===== src/rtl/amp_bringup_seq.sv =====
module amp_bringup_seq #(
  parameter int N_OUT    = 4,
  parameter int XW       = 11,
  parameter int SW       = 4,
  parameter int FIXED_MS = 100
) (
  input  logic             clk,
  input  logic             rst_n,
  input  logic             gvdd_ok,
  input  logic             vdd_ok,
  input  logic             amp_rst_n,
  input  logic             ms_tick,
  input  logic [XW-1:0]    ramp_extra,
  input  logic [SW-1:0]    settle_ticks,
  input  logic [N_OUT-1:0] short_lo,
  input  logic [N_OUT-1:0] short_hi,
  output logic [N_OUT-1:0] out_hiz,
  output logic             weak_pd,
  output logic             ramp_active,
  output logic             running
);
  localparam int LW = $clog2(FIXED_MS + (1 << XW)) + 1;

  typedef enum logic [2:0] {
    S_WAIT, S_CHK_LO, S_CHK_HI, S_IDLE, S_UP, S_RUN, S_DOWN
  } state_t;

  state_t        state;
  logic [SW-1:0] settle_cnt;
  logic [LW-1:0] ramp_cnt;
  logic [LW-1:0] ramp_last;
  logic          test_done;

  logic sup_ok, driving, settled, tick_end;

  assign sup_ok   = gvdd_ok & vdd_ok;
  assign driving  = sup_ok & (state == S_UP || state == S_RUN || state == S_DOWN);
  assign settled  = (settle_cnt == settle_ticks);
  assign tick_end = ms_tick & (ramp_cnt == ramp_last);

  assign out_hiz     = {N_OUT{~driving}};
  assign weak_pd     = ~amp_rst_n & ~driving;
  assign ramp_active = sup_ok & (state == S_UP || state == S_DOWN);
  assign running     = sup_ok & (state == S_RUN);

  always_ff @(posedge clk or negedge rst_n) begin
    if (!rst_n) begin
      state      <= S_WAIT;
      settle_cnt <= '0;
      ramp_cnt   <= '0;
      ramp_last  <= '0;
      test_done  <= 1'b0;
    end else if (!sup_ok) begin
      state      <= S_WAIT;
      settle_cnt <= '0;
      ramp_cnt   <= '0;
    end else begin
      case (state)
        S_WAIT: begin
          settle_cnt <= '0;
          state      <= test_done ? S_IDLE : S_CHK_LO;
        end
        S_CHK_LO: begin
          if (settled) begin
            if (short_lo == '0) begin
              state      <= S_CHK_HI;
              settle_cnt <= '0;
            end
          end else if (ms_tick) begin
            settle_cnt <= settle_cnt + 1'b1;
          end
        end
        S_CHK_HI: begin
          if (settled) begin
            if (short_hi == '0) begin
              state     <= S_IDLE;
              test_done <= 1'b1;
            end
          end else if (ms_tick) begin
            settle_cnt <= settle_cnt + 1'b1;
          end
        end
        S_IDLE: begin
          if (amp_rst_n) begin
            state     <= S_UP;
            ramp_cnt  <= '0;
            ramp_last <= LW'(FIXED_MS - 1) + LW'(ramp_extra);
          end
        end
        S_UP: begin
          if (tick_end)     state    <= S_RUN;
          else if (ms_tick) ramp_cnt <= ramp_cnt + 1'b1;
        end
        S_RUN: begin
          if (!amp_rst_n) begin
            state     <= S_DOWN;
            ramp_cnt  <= '0;
            ramp_last <= LW'(FIXED_MS - 1) + LW'(ramp_extra);
          end
        end
        S_DOWN: begin
          if (tick_end)     state    <= S_IDLE;
          else if (ms_tick) ramp_cnt <= ramp_cnt + 1'b1;
        end
        default: state <= S_WAIT;
      endcase
    end
  end
endmodule


===== config.mk =====
export PLATFORM = sky130hd
export DESIGN_NAME = amp_bringup_seq
export DESIGN_NICKNAME = d
export VERILOG_FILES = /design/src/rtl/amp_bringup_seq.sv
export SDC_FILE = /design/constraint.sdc
export NUM_CORES = 1
export LEC_CHECK = 0
export BUFFER_PORTS_ARGS = -buffer_cell sky130_fd_sc_hd__buf_2
export CORE_MARGIN = 5
export CORE_UTILIZATION = 60
export CTS_BUF_LIST = sky130_fd_sc_hd__clkbuf_8 sky130_fd_sc_hd__clkbuf_16
export CTS_CLUSTER_DIAMETER = 200
export CTS_CLUSTER_SIZE = 24
export DETAILED_ROUTE_END_ITERATION = 12
export PLACE_DENSITY = 0.91
export RECOVER_POWER = 50
export SKIP_LAST_GASP = 1
export SLEW_MARGIN = 30
export SYNTH_ARGS = -nofsm -noshare
export SYNTH_HDL_FRONTEND = slang
export SYNTH_SLANG_ARGS = --single-unit
export TNS_END_PERCENT = 20

===== constraint.sdc =====
create_clock -name clk -period 6.22 [get_ports clk]
set_clock_uncertainty 0.2 [all_clocks]
set_input_delay 1.244 -clock clk [delete_from_list [all_inputs] [get_ports clk]]
set_output_delay 1.244 -clock clk [all_outputs]
set_load 0.02 [all_outputs]

==> results of run 1 <==
==> final cells by class <==
class	count	area (µm²)	share of cell area [%]
Clock inverter	3	11.3	0.452
Timing Repair Buffer	36	179	7.18
Sequential cell	33	826	33.1
Multi-Input combinational cell	196	1310	52.4
Inverter	11	41.3	1.66
Tap cell	48	60.1	2.41
Clock buffer	5	68.8	2.76
==> layout by cell type (no fill, tap or decap), types with 5 or more instances in the layout <==
master	netlist	layout
o211ai_1	8	8
inv_1	11	14
xor2_1	6	6
clkbuf_8	0	5
nand4_1	6	6
nor2b_1	5	5
dfrtp_1	33	33
o21ai_0	17	17
nor2_1	7	7
buf_2	3	32
a21oi_1	5	5
or4_1	8	8
nand3_1	15	15
nand2_1	36	36
xnor2_1	19	19
nor3_1	8	8
==> through the flow <==
stage                     hold WS [ps]  utilization, %  setup WS (ps)  power [W]  instances
after floorplan                    224               -           2610   0.000456        258
after global placement             244            65.3           2210   0.000468        323
after detailed placement           253            65.3           2160   0.000478        323
after CTS                          268            67.5           2160   0.000628        331
after global routing               317            67.6           2020   0.000671        332
final                              260            67.6           2140   0.000628        332
==> sequential cells by signal (all words and copies together), names as in the netlist <==
register,flops
ramp_last,12
test_done,1
state,3
ramp_cnt,13
settle_cnt,4
==> worst max-delay path, cell delays in order <==
cell and delay, ps:
buf_2 100, and2_1 290, nand3_1 340, inv_1 420
buf_2 240
==> cells by family (layout without fill, tap and decap cells) <==
family                   Yosys count  after routing
XOR/XNOR                          26             26
adder cells (fa/ha/maj)            3              3
AND/OR/NAND/NOR                  105            105
multiplexers                       2              2
AO/OA/AOI/OAI                     60             60
flip-flops                        33             33
buffers and inverters             29             55
==> power by group <==
| part | switching [W] | leakage [nW] | total, W | internal [W] |
|---|---|---|---|---|
| clock | 0.0000729 | 0.0519 | 0.000147 | 0.0000744 |
| sequential | 0.0000390 | 0.447 | 0.000287 | 0.000248 |
| combinational | 0.000110 | 0.555 | 0.000193 | 0.0000828 |
| total | 0.000222 | 1.05 | 0.000628 | 0.000405 |
==> per-layer routing <==
metal / track usage, % / vias to the layer above / share of wire (%) / routed length (µm)
li1: - / 992 / - / -
met3: 4.71 / 12 / 5.3 / 262
met5: 0 / - / 0 / 0
met2: 32.0 / 57 / 48 / 2370
met1: 26.1 / 925 / 44 / 2140
met4: 9.19 / 0 / 2.6 / 125
==> worst min-delay path by stage <==
stage                          startpoint  slack [ps]  depth (start not counted)                    end
finish              test_done$_DFFE_PN0P_         260                          2  test_done$_DFFE_PN0P_
global route        test_done$_DFFE_PN0P_         320                          2  test_done$_DFFE_PN0P_
CTS                 test_done$_DFFE_PN0P_         270                          2  test_done$_DFFE_PN0P_
detailed placement  test_done$_DFFE_PN0P_         250                          2  test_done$_DFFE_PN0P_
global placement    test_done$_DFFE_PN0P_         240                          2  test_done$_DFFE_PN0P_
floorplan           test_done$_DFFE_PN0P_         220                          2  test_done$_DFFE_PN0P_
==> metrics.md, run 1 <==
| Metric | Value |
|---|---|
| Outcome | `finished with violations` |
| Failing checks | `max-capacitance violations, max-slew violations` |
| Detailed Route WL | `4900 µm` |
| Height of the die | `72.0 µm` |
| CTS buffer count | `5` |
| Syn avg cell area | `8.94 µm²` |
| Final Max Slew Viols | `34` |
| CTS hold repair buffers | `0` |
| RR Endpoint | `ramp_cnt[0]$_DFFE_PN0P_` |
| Slew @ Worst Pin | `1710 ps` |
| Required @ worst endpoint | `4780 ps` |
| Tcrit/Tclk final | `65.6%` |
| Largest net degree at the start of global routing | `34` |
| Synth top area cells | `dfrtp_1, xnor2_1, nand2_1` |
| H-tree levels | `2` |
| Layout cells sized above 1 | `16.2%` |
| Clock Tree Root | `clkbuf_8` |
| Worst Hold Class | `flop to flop` |
| Initial core utilization | `62.5%` |
| Vias in the first global route | `1876` |
| Critical Path End | `ramp_active` |
| Post-route cell area | `2490 µm²` |
| Syn-to-layout area delta | `8.08%` |
| Clock Latency Late Sink | `280 ps` |
| Setup-failing EPs final | `0` |
| First-pass GRT wire length | `8300 µm` |
| Synth unique cells | `51` |
| Leakage | `1.05 nW` |
| IR drop worst, VDD | `0.000162 V` |
| DR WL/cell | `14.8 µm` |
| Fmax achieved | `245 MHz` |
| HPWL after detailed placement | `3690 µm` |
| Reg-to-reg startpoint | `ramp_cnt[3]$_DFFE_PN0P_` |
| Post-synthesis net count | `290` |
| Crit Path Category | `primary input to output port` |
| Reg clk slew, reported paths | `60 ps` |
| FF+latch count, synth | `33` |
| Final ANT Viol Nets | `0` |
| FF-to-FF path depth | `6` |
| Max Cap Viol | `1` |
| FP Rows | `22` |
| I/O pin count | `36` |
| Die width | `72.0 µm` |
| # diodes | `0` |
| Routability cong. | `0.945` |
| Initial DRC Count | `291` |
| Crit path arrival time | `2630 ps` |
| Synth Area in Simple Gates | `23.8%` |
| Placed Area | `2410 µm²` |
| Layout Nets | `315` |
| Setup TNS Final | `0 ps` |
| Core area | `3690 µm²` |
| CTS tree | `built` |
| Crit path from | `gvdd_ok` |
| Die area | `5180 µm²` |
| Compound-gate portion of the synthesized area | `20.1%` |
| Fill cell count | `335` |
| Synth area leader | `dfrtp_1` |
| Share of the synthesized area in the top cell type | `35.8%` |
| Main combinational cell family by area after synthesis | `simple AND/OR/NAND/NOR gates` |
| Num Clock Sinks | `33` |
| Fin crit period | `4080 ps` |
| Proportion of synthesized area in mux cells | `0.922%` |
| GR Overflow Total | `0` |
| Vias per inst | `5.98` |
| Adder-cell share of the synthesized area | `1.63%` |
| Rel. slew slack | `-13.7%` |
| CP Max Fanout | `14` |
| Cell Area, Synth | `2310 µm²` |
| Most frequent cells after synthesis | `nand2_1, dfrtp_1, xnor2_1, o21ai_0, nand3_1` |
| Post-Synth XOR/XNOR Area | `10.2%` |
| Post-route DRC violation count | `0` |
| RSZ-0062 raised after global routing | `no` |
| Worst-case clock buffer depth | `2` |
| All-Layer GR Usage | `20.2%` |
| Most frequent cell after synthesis | `nand2_1` |
| Dominant synthesized flop cell | `dfrtp_1` |
| Crit path capture type | `output port` |
| Initial antenna violation count | `0` |
| Share of flip-flops with an asynchronous set or reset | `100%` |
| Register area share after synthesis | `35.8%` |
| R2r setup slk | `3880 ps` |
| Syn Inst Count | `258` |
| Post-CTS Resized | `0` |
| I/O Buffers | `35` |
| Pre-Repair DR Iteration Count | `4` |
| CP startpoint kind | `primary input` |
| PwrDens | `252 nW/µm²` |
| Post-CTS Setup Inserts | `0` |
| Final Hold Vio Count | `0` |
| Vias | `1986` |
| Synthesis Warnings | `0` |
| Post-synth EDFFs | `0` |
No activity file was read; power rests on OpenSTA's default activity.
==> run 2, diff against run 1 <==
CORE_UTILIZATION = 57   (was 60)
PLACE_DENSITY = 0.87   (was 0.91)
clock period = 4.2 ns   (was 6.22 ns; I/O delays follow)
==> run 2 against run 1 <==
The run still ends with max-capacitance violations, max-slew violations left. Clock-buffer cell count rose by 1. Global-route usage fell by 2.1 points. Non-clock buffer count did not move. Via count fell by 0.81%. Largest cell class unchanged. Clock power rose by 60%. Wire length fell by 6.1%. First-iteration DRC count fell by 31%.
==> metrics.md, run 2 (same netlist as run 1, synthesis figures left out) <==
| Metric | Value |
|---|---|
| Core area | `3970 µm² (was 3690 µm²)` |
| Initial DRC Count | `201 (was 291)` |
| Clock Tree Root | `clkbuf_8 (unchanged)` |
| DR WL/cell | `13.8 µm (was 14.8 µm)` |
| CP startpoint kind | `primary input (unchanged)` |
| Setup TNS Final | `0 ps (unchanged)` |
| Max stage delay on crit path | `440 ps (was 420 ps)` |
| Fill cell count | `330 (was 335)` |
| Placed Area | `2410 µm² (about the same)` |
| Max Cap Viol | `1 (unchanged)` |
| Post-CTS Resized | `0 (unchanged)` |
| CTS tree | `built (unchanged)` |
| Crit Path Category | `primary input to output port (unchanged)` |
| Switching part of the total | `34.0% (was 35.4%)` |
| Reg clk slew, reported paths | `60 ps (about the same)` |
| Clock Latency Late Sink | `280 ps (about the same)` |
| Crit path from | `gvdd_ok (unchanged)` |
| Routability cong. | `0.834 (was 0.945)` |
| Detailed Route WL | `4600 µm (was 4900 µm)` |
| Final Max Slew Viols | `34 (unchanged)` |
| # diodes | `0 (unchanged)` |
| R2r setup slk | `1770 ps (was 3880 ps)` |
| Final Hold Vio Count | `0 (unchanged)` |
| CTS buffer count | `5 (unchanged)` |
| Crit path capture type | `output port (unchanged)` |
| H-tree levels | `2 (unchanged)` |
| Num Clock Sinks | `33 (unchanged)` |
| Comb power frac | `30.0% (was 30.8%)` |
| Net switching power | `0.000319 W (was 0.000222 W)` |
| IR drop worst, VDD | `0.000270 V (was 0.000162 V)` |
| Pre-Repair DR Iteration Count | `4 (unchanged)` |
| CP dominant cell by count | `buf_2 (unchanged)` |
| CP Max Fanout | `14 (unchanged)` |
| Vias in the first global route | `1757 (was 1876)` |
| Post-CTS Setup Inserts | `0 (unchanged)` |
| Layout Nets | `315 (unchanged)` |
| Crit path arrival time | `2270 ps (was 2630 ps)` |
| Worst Hold Class | `flop to flop (unchanged)` |
| Layout cells sized above 1 | `17.3% (was 16.2%)` |
| Height of the die | `73.6 µm (was 72.0 µm)` |
| Setup-failing EPs final | `0 (unchanged)` |
| GR Overflow Total | `0 (unchanged)` |
| First-pass GRT wire length | `7760 µm (was 8300 µm)` |
| Required @ worst endpoint | `3160 ps (was 4780 ps)` |
| Tcrit/Tclk final | `78.8%` |
| Top Registers | `ramp_cnt x13, ramp_last x12, settle_cnt x4 (unchanged)` |
| I/O Buffers | `35 (unchanged)` |
| Sequential power share | `44.9% (was 45.8%)` |
| Initial antenna violation count | `0 (unchanged)` |
| Fin crit period | `3310 ps` |
| Placement Setup Slack | `961 ps (was 2160 ps)` |
| Rel. slew slack | `-10.5% (was -13.7%)` |
| Vias | `1970 (was 1986)` |
| I/O pin count | `36 (unchanged)` |
| Most frequent cells in the layout | `nand2_1, buf_2, dfrtp_1 (was nand2_1, dfrtp_1, buf_2)` |
| Worst setup margin | `892 ps (was 2140 ps)` |
| Post-route DRC violation count | `0 (unchanged)` |
| Initial core utilization | `58.1% (was 62.5%)` |
| RSZ-0062 raised after global routing | `no (unchanged)` |
| Pint | `0.000618 W (was 0.000405 W)` |
| Outcome | `finished with violations (unchanged)` |
| Final ANT Viol Nets | `0 (unchanged)` |
| HPWL after detailed placement | `3450 µm (was 3690 µm)` |
| PwrDens | `374 nW/µm² (was 252 nW/µm²)` |
| Die area | `5420 µm² (was 5180 µm²)` |
| All-Layer GR Usage | `18.0% (was 20.2%)` |
| Largest net degree at the start of global routing | `34 (unchanged)` |
| Slew @ Worst Pin | `1660 ps (was 1710 ps)` |
| Critical-path cell list | `buf_2 > and2_1 > nand3_1 > inv_1 > buf_2 (unchanged)` |
| Hold Path Origin | `test_done$_DFFE_PN0P_ (unchanged)` |
| Clock Power Share | `25.1% (was 23.5%)` |
| Failing checks | `max-capacitance violations, max-slew violations (unchanged)` |
| Post-route cell area | `2500 µm² (was 2490 µm²)` |
| CTS hold repair buffers | `0 (unchanged)` |
| Vias per inst | `5.92 (was 5.98)` |
| Leakage | `1.06 nW (was 1.05 nW)` |
| Critical-path top delay cell | `inv_1 (unchanged)` |
| Syn-to-layout area delta | `8.57% (was 8.08%)` |
| Fmax achieved | `302 MHz` |
| Number of flip-flops in the largest register | `13 (unchanged)` |
| Most flop-heavy register | `ramp_cnt (unchanged)` |
| Sequential cell area | `826 µm² (unchanged)` |
| Most common cell after layout, fill and taps aside | `nand2_1 (unchanged)` |
| Die width | `73.6 µm (was 72.0 µm)` |
| Reg-to-reg startpoint | `ramp_cnt[7]$_DFFE_PN0P_ (was ramp_cnt[3]$_DFFE_PN0P_)` |
| Multi-input gate area | `1310 µm² (unchanged)` |
| FP Rows | `23 (was 22)` |
| Worst-case clock buffer depth | `2 (unchanged)` |
run 2: cell types whose count changed in the layout (fill, tap and decap cells not counted), sizes merged:
| cell | change |
|---|---|
| buf | +2 |
| inv | -2 |
| clkbuf | -1 |
run 2: path summary, 6_finish.rpt:
kind                                        endpoint  depth (start not counted)
setup / recovery                         ramp_active                          5
hold / removal                 test_done$_DFFE_PN0P_                          2
setup reg to reg             ramp_cnt[0]$_DFFE_PN0P_                          6
hold reg to reg                test_done$_DFFE_PN0P_                          2
max in group asynchronous  settle_cnt[1]$_DFFE_PN0P_                          1
min in group asynchronous    ramp_cnt[1]$_DFFE_PN0P_                          1
run 2: layer usage:
layer	vias to the layer above	wire, µm	GRT usage, %	part of all wire [%]
met2	53	2240	28.6	49
met4	0	69	6.24	1.5
met3	9	205	3.15	4.5
met5	-	0	0	0
met1	917	2080	24.8	45
li1	991	-	-	-
run 2: final cells by class:
cell class	count	share of cell area [%]
tap	50	2.50
clock inverter	1	0.150
sequential	33	33.0
inverter	11	1.65
clock buffer	6	3.30
multi-input combinational	196	52.2
timing repair buffer	36	7.25
run 2: power by group through the flow:
stage                     clock (W)  combinational, W  sequential [W]
after floorplan                   0          0.000271        0.000404
after global placement            0          0.000268        0.000426
after detailed placement          0          0.000274        0.000427
after CTS                  0.000237          0.000276        0.000421
after global routing       0.000248          0.000321        0.000430
final                      0.000235          0.000281        0.000421
run 2: critical path: cells and delay by family:
family        cells  cell delay (ps)
buf+inv           3              780
simple gates      2              640
run 2: per-stage QoR:
step	utilization, %	total power [W]	std cells	hold slack (ps)
finish	63.0	0.000937	333	256
detailed placement	60.7	0.000701	325	247
CTS	62.9	0.000935	332	261
floorplan	-	0.000675	258	224
global placement	60.7	0.000694	325	242
global route	63.0	0.000999	333	317
